[config.mk]
export PLATFORM = sky130hd
export DESIGN_NAME = irq_vector_arbiter
export DESIGN_NICKNAME = d
export VERILOG_FILES = /design/src/rtl/irq_vector_arbiter_pkg.sv /design/src/rtl/irq_flag_gather.sv /design/src/rtl/irq_edge_latch.sv /design/src/rtl/irq_prio_pick.sv /design/src/rtl/irq_vector_arbiter.sv
export SDC_FILE = /design/constraint.sdc
export NUM_CORES = 1
export LEC_CHECK = 0
export CORE_MARGIN = 10
export CORE_UTILIZATION = 31
export DETAILED_ROUTE_END_ITERATION = 8
export PLACE_DENSITY = 0.83
export SETUP_SLACK_MARGIN = 0.05
export SLEW_MARGIN = 10
export SYNTH_ARGS = -nofsm -noshare
export SYNTH_HDL_FRONTEND = slang
export SYNTH_HIERARCHICAL = 1
export SYNTH_SLANG_ARGS = --single-unit
[constraint.sdc]
create_clock -name clk -period 1.95 [get_ports clk]
set_clock_uncertainty 0.2 [all_clocks]
set_input_delay 0.39 -clock clk [delete_from_list [all_inputs] [get_ports clk]]
set_output_delay 0.39 -clock clk [all_outputs]
set_load 0.01 [all_outputs]
[src/rtl/irq_vector_arbiter_pkg.sv]
package irq_vector_arbiter_pkg;
    localparam logic [15:0] VEC_TOP  = 16'h1FFE;
    localparam logic [15:0] VEC_STEP = 16'd2;
    localparam int          SRC_W    = 3;

    typedef enum logic [SRC_W-1:0] {
        SRC_NONE = 3'd0,
        SRC_RST  = 3'd1,
        SRC_SWI  = 3'd2,
        SRC_EXT  = 3'd3,
        SRC_TMR  = 3'd4,
        SRC_SCI  = 3'd5,
        SRC_SPI  = 3'd6
    } src_e;

    typedef enum logic {
        ST_BOOT = 1'b0,
        ST_RUN  = 1'b1
    } fsm_e;

    // Vector slots descend from the top in priority order.
    function automatic logic [15:0] vec_of(input src_e s);
        logic [15:0] rank;
        rank = 16'(s) - 16'd1;
        return VEC_TOP - (VEC_STEP * rank);
    endfunction
endpackage

[src/rtl/irq_flag_gather.sv]
module irq_flag_gather #(
    parameter int N = 3
) (
    input  logic [N-1:0] flag,
    input  logic [N-1:0] en,
    output logic         req
);
    logic [N-1:0] hit;

    genvar i;
    generate
        for (i = 0; i < N; i++) begin : g_pair
            assign hit[i] = flag[i] & en[i];
        end
    endgenerate

    assign req = |hit;
endmodule

[src/rtl/irq_edge_latch.sv]
module irq_edge_latch (
    input  logic clk,
    input  logic rst_n,
    input  logic pin,
    input  logic consume,
    output logic pending_now
);
    logic prev_q;
    logic pend_q;
    logic rise;

    assign rise        = pin & ~prev_q;
    assign pending_now = pend_q | rise;

    always_ff @(posedge clk or negedge rst_n) begin
        if (!rst_n) begin
            prev_q <= 1'b1;
            pend_q <= 1'b0;
        end else begin
            prev_q <= pin;
            pend_q <= consume ? 1'b0 : pending_now;
        end
    end
endmodule

[src/rtl/irq_prio_pick.sv]
module irq_prio_pick
    import irq_vector_arbiter_pkg::*;
(
    input  logic boundary,
    input  logic swi,
    input  logic mask,
    input  logic ext_req,
    input  logic tmr_req,
    input  logic sci_req,
    input  logic spi_req,
    output src_e pick
);
    always_comb begin
        pick = SRC_NONE;
        if (boundary) begin
            if (swi)              pick = SRC_SWI;
            else if (mask)        pick = SRC_NONE;
            else if (ext_req)     pick = SRC_EXT;
            else if (tmr_req)     pick = SRC_TMR;
            else if (sci_req)     pick = SRC_SCI;
            else if (spi_req)     pick = SRC_SPI;
        end
    end
endmodule

[src/rtl/irq_vector_arbiter.sv]
module irq_vector_arbiter
    import irq_vector_arbiter_pkg::*;
#(
    parameter int TMR_N = 3,
    parameter int SCI_N = 5,
    parameter int SPI_N = 2
) (
    input  logic             clk,
    input  logic             rst_n,
    input  logic             insn_done,
    input  logic             swi_exec,
    input  logic             irq_in,
    input  logic             mask_set,
    input  logic             mask_clr,
    input  logic [TMR_N-1:0] tmr_flag,
    input  logic [TMR_N-1:0] tmr_en,
    input  logic [SCI_N-1:0] sci_flag,
    input  logic [SCI_N-1:0] sci_en,
    input  logic [SPI_N-1:0] spi_flag,
    input  logic [SPI_N-1:0] spi_en,
    output logic             take_irq,
    output logic             no_irq,
    output logic [2:0]       winner,
    output logic [15:0]      vec_hi,
    output logic [15:0]      vec_lo,
    output logic             imask
);
    fsm_e state_q, state_d;
    src_e pick;
    src_e win_q;
    logic ext_req, tmr_req, sci_req, spi_req;
    logic consume_ext;

    irq_flag_gather #(.N(TMR_N)) u_tmr (.flag(tmr_flag), .en(tmr_en), .req(tmr_req));
    irq_flag_gather #(.N(SCI_N)) u_sci (.flag(sci_flag), .en(sci_en), .req(sci_req));
    irq_flag_gather #(.N(SPI_N)) u_spi (.flag(spi_flag), .en(spi_en), .req(spi_req));

    assign consume_ext = (state_q == ST_RUN) && (pick == SRC_EXT);

    irq_edge_latch u_ext (
        .clk        (clk),
        .rst_n      (rst_n),
        .pin        (irq_in),
        .consume    (consume_ext),
        .pending_now(ext_req)
    );

    irq_prio_pick u_pick (
        .boundary(insn_done),
        .swi     (swi_exec),
        .mask    (imask),
        .ext_req (ext_req),
        .tmr_req (tmr_req),
        .sci_req (sci_req),
        .spi_req (spi_req),
        .pick    (pick)
    );

    always_comb begin
        state_d = state_q;
        unique case (state_q)
            ST_BOOT: state_d = ST_RUN;
            ST_RUN:  state_d = ST_RUN;
            default: state_d = ST_BOOT;
        endcase
    end

    always_ff @(posedge clk or negedge rst_n) begin
        if (!rst_n) state_q <= ST_BOOT;
        else        state_q <= state_d;
    end

    always_ff @(posedge clk or negedge rst_n) begin
        if (!rst_n) begin
            take_irq <= 1'b0;
            no_irq   <= 1'b0;
            win_q    <= SRC_NONE;
            vec_hi   <= VEC_TOP;
            imask    <= 1'b1;
        end else begin
            unique case (state_q)
                ST_BOOT: begin
                    take_irq <= 1'b1;
                    no_irq   <= 1'b0;
                    win_q    <= SRC_RST;
                    vec_hi   <= vec_of(SRC_RST);
                    imask    <= 1'b1;
                end
                ST_RUN: begin
                    take_irq <= (pick != SRC_NONE);
                    no_irq   <= insn_done && (pick == SRC_NONE);
                    win_q    <= pick;
                    if (pick != SRC_NONE) vec_hi <= vec_of(pick);
                    if (pick != SRC_NONE)  imask <= 1'b1;
                    else if (mask_set)     imask <= 1'b1;
                    else if (mask_clr)     imask <= 1'b0;
                end
                default: begin
                    take_irq <= 1'b0;
                    no_irq   <= 1'b0;
                end
            endcase
        end
    end

    assign winner = win_q;
    assign vec_lo = vec_hi + 16'd1;
endmodule

==> metrics.txt <==
register area share after synthesis=39.9%; max cap viols=0; detailed placement HPWL=2280 um; post-layout instance count excluding filler cells=182; RSZ-0062 raised after global routing=true; Slew Viols, Final=0; critical path peak fanout=8; H-tree level count=1; DR iter-0 viols=22; IO Port Bufs=58; drt wl/cell=15.7 um; predominant post-synthesis flop cell=dfrtp_1; first-pass GRT wire length=4290 um; asr flop ratio synth=100%; ant diodes=0; cell family with most CP delay=flip-flops; P&R area growth vs syn=71.2%; Sw Share=27.3%; Worst-Margin Slew=0.631 ns; Max-slew headroom=57.8%; EDFF count, synth=0; placed cell count=168; area share of the largest cell type after synthesis=22.6%; Synth Register Bits=14; vias in the first global route=881; fin worst setup slack=-0.331 ns; CP max stage cell=dfstp_2; max incr delay on CP=0.53 ns; Vias/cell=4.44; clock latency on the worst-skew pair=0.28 ns; Finished Core Util=55.6%; area leader, netlist=buf_4; Fmax=438 MHz; Critical Path, Cell by Cell=nand2b_4 -> nand2_2 -> and2b_2 -> o31a_1 -> inv_1 -> ha_2 -> ha_4 -> buf_6 -> nand2_4 -> a211o_1; Clock Tree Buf Depth=2; Worst Setup Start Kind=flop; Crit path required time=1.97 ns; I/O pin count=65; Final ANT Viol Nets=0; outcome=finished, violations left; combinational share of power=31.2%; pre-CTS WS=-0.775 ns; GRT overflow=0; crit path capture type=flop; gpl congestion=0.801; final hold slack=0.294 ns; Clock power frac=26.9%; DR DRC count=0; worst hold path type=in2async; Crit Path Class=reg2reg; core area=0.00276 sq mm; PwrDens=505 mW/mm^2; largest net degree at the start of global routing=15; Die ar.=0.00544 sq mm; site row count=19; Syn. warnings=6; Period minus WS final=2.28 ns; Starting Density=32.5%; vias=808; TritonCTS clock tree=built; Post-Syn Area=896 sq um; Hold Fails Final Rpt=0; Pre-antenna DRT Iters=4; Worst-path clk slew=0.09 ns; # clock sinks=14; initial antenna violation count=0; period utilisation layout=117%; P_int=563 uW; Seq pwr share=41.9%; hold buffers post-CTS=0; WL final=2860 um; CTS buffer count=3; Syn Area/Cell=10.1 sq um; sw power=212 uW; CP Buf/Inv Count=2; Setup Viol. Count Final=10; Netlist cell types=32; Lkg Pwr=0.000722 uW; WP data arrival=2.30 ns; layout cells sized above 1=38.4%; Total GRT Usage=10.1%; Synth top cells by count=27 x buf_4, 8 x dfrtp_1, 7 x inv_1; leading cell type by number of instances after synthesis=buf_4; die height=73.8 um; Syn Inst Count=89; ranking of synthesized cells by area=buf_4 23%, dfrtp_1 22%, dfstp_2 18%, ha_1 4.2%, inv_1 2.9%; Worst VDD drop=0.000336 V; failing checks=setup timing; die width=73.8 um; overall power=775 uW; clock root buffer=clkbuf_4; final net count=182
## layout by cell type (no fill, tap or decap), drive strengths merged, types with 2 or more instances in the layout
| master | n |
|---|---|
| a21oi | 2 |
| a222oi | 2 |
| and2 | 3 |
| and3 | 2 |
| buf | 31 |
| clkbuf | 6 |
| clkdlybuf4s15 | 9 |
| clkdlybuf4s50 | 11 |
| conb | 7 |
| dfrtp | 8 |
| dfstp | 6 |
| dlygate4sd2 | 28 |
| ha | 3 |
| inv | 7 |
| mux2i | 2 |
| nand2 | 7 |
| nand2b | 2 |
| nor3 | 2 |
## power groups by stage
stage | sequential [uW] | combinational [uW] | clock [uW]
4_1_cts | 324 | 240 | 218
3_3_place_gp | 334 | 249 | 0
6_report | 325 | 242 | 208
3_5_place_dp | 336 | 254 | 0
2_1_floorplan | 338 | 126 | 0
5_1_grt | 328 | 261 | 237
## through the flow
step / cell area (sq um) / TNS, ns
detailed placement: 1450 / -6.85
global route: 1530 / -2.89
floorplan: 942 / -2.00
global placement: 1450 / -6.25
finish: 1530 / -2.20
CTS: 1520 / -1.93
## logic make-up (layout without fill, tap and decap cells)
family | Yosys count | count (layout) | synth area share (%)
AOI/OAI and AO/OA | 11 | 11 | 9.78
adders and majority gates | 3 | 3 | 4.19
buffers and inverters | 36 | 93 | 27.4
DFF | 14 | 14 | 39.9
muxes | 2 | 2 | 2.23
other | 2 | 7 | 0.838
and+or+nand+nor | 21 | 21 | 15.6
## worst paths after layout
check                             startpoint            to  slack [ns]  cells past startpoint
min in group clk                      irq_in  u_ext/prev_q        0.31                      2
worst min-delay path                   rst_n  u_ext/pend_q        0.29                      1
worst min register to register     vec_hi[1]     vec_hi[1]        0.33                      2
max in group asynchronous              rst_n       state_q        0.84                      1
worst max register to register  u_ext/prev_q         imask       -0.33                     10
worst max-delay path            u_ext/prev_q         imask       -0.33                     10
## layout make-up
cell class	instances	area (sq um)
fill	250	1220
timing repair buffer	82	704
multi-input combinational	44	368
sequential	14	358
tap	31	38.8
clock buffer	4	36.3
inverter	7	28.8
## state kept, by name, summed over array words and instances, names as in the netlist
signal,cells
vec_hi,5
take_irq,1
imask,1
state_q,1
u_ext/prev_q,1
no_irq,1
u_ext/pend_q,1
winner,3
## timing repair
item | 4_1_cts | 5_1_grt
resized for setup | 74 | 14
buffers inserted | 11 | 0
setup endpoints to repair | 36 | 20
cloned | 0 | 0
pin swaps | 14 | 7
## worst reg2reg max path: stages, from the launching register on
cell	delay (ns)
dfstp_2	0.53
nand2b_4	0.12
nand2_2	0.05
and2b_2	0.19
o31a_1	0.29
inv_1	0.08
ha_2	0.19
ha_4	0.20
buf_6	0.12
nand2_4	0.04
a211o_1	0.23
## per-layer routing
layer	wire length, um	share of wire, %	vias up	global-route usage [%]
li1	-	-	382	-
met3	367	13	0	3.90
met2	1540	54	38	20.3
met5	0	0	-	0
met4	0	0	0	2.48
met1	949	33	388	9.01
(Power assumes the default switching activity.)
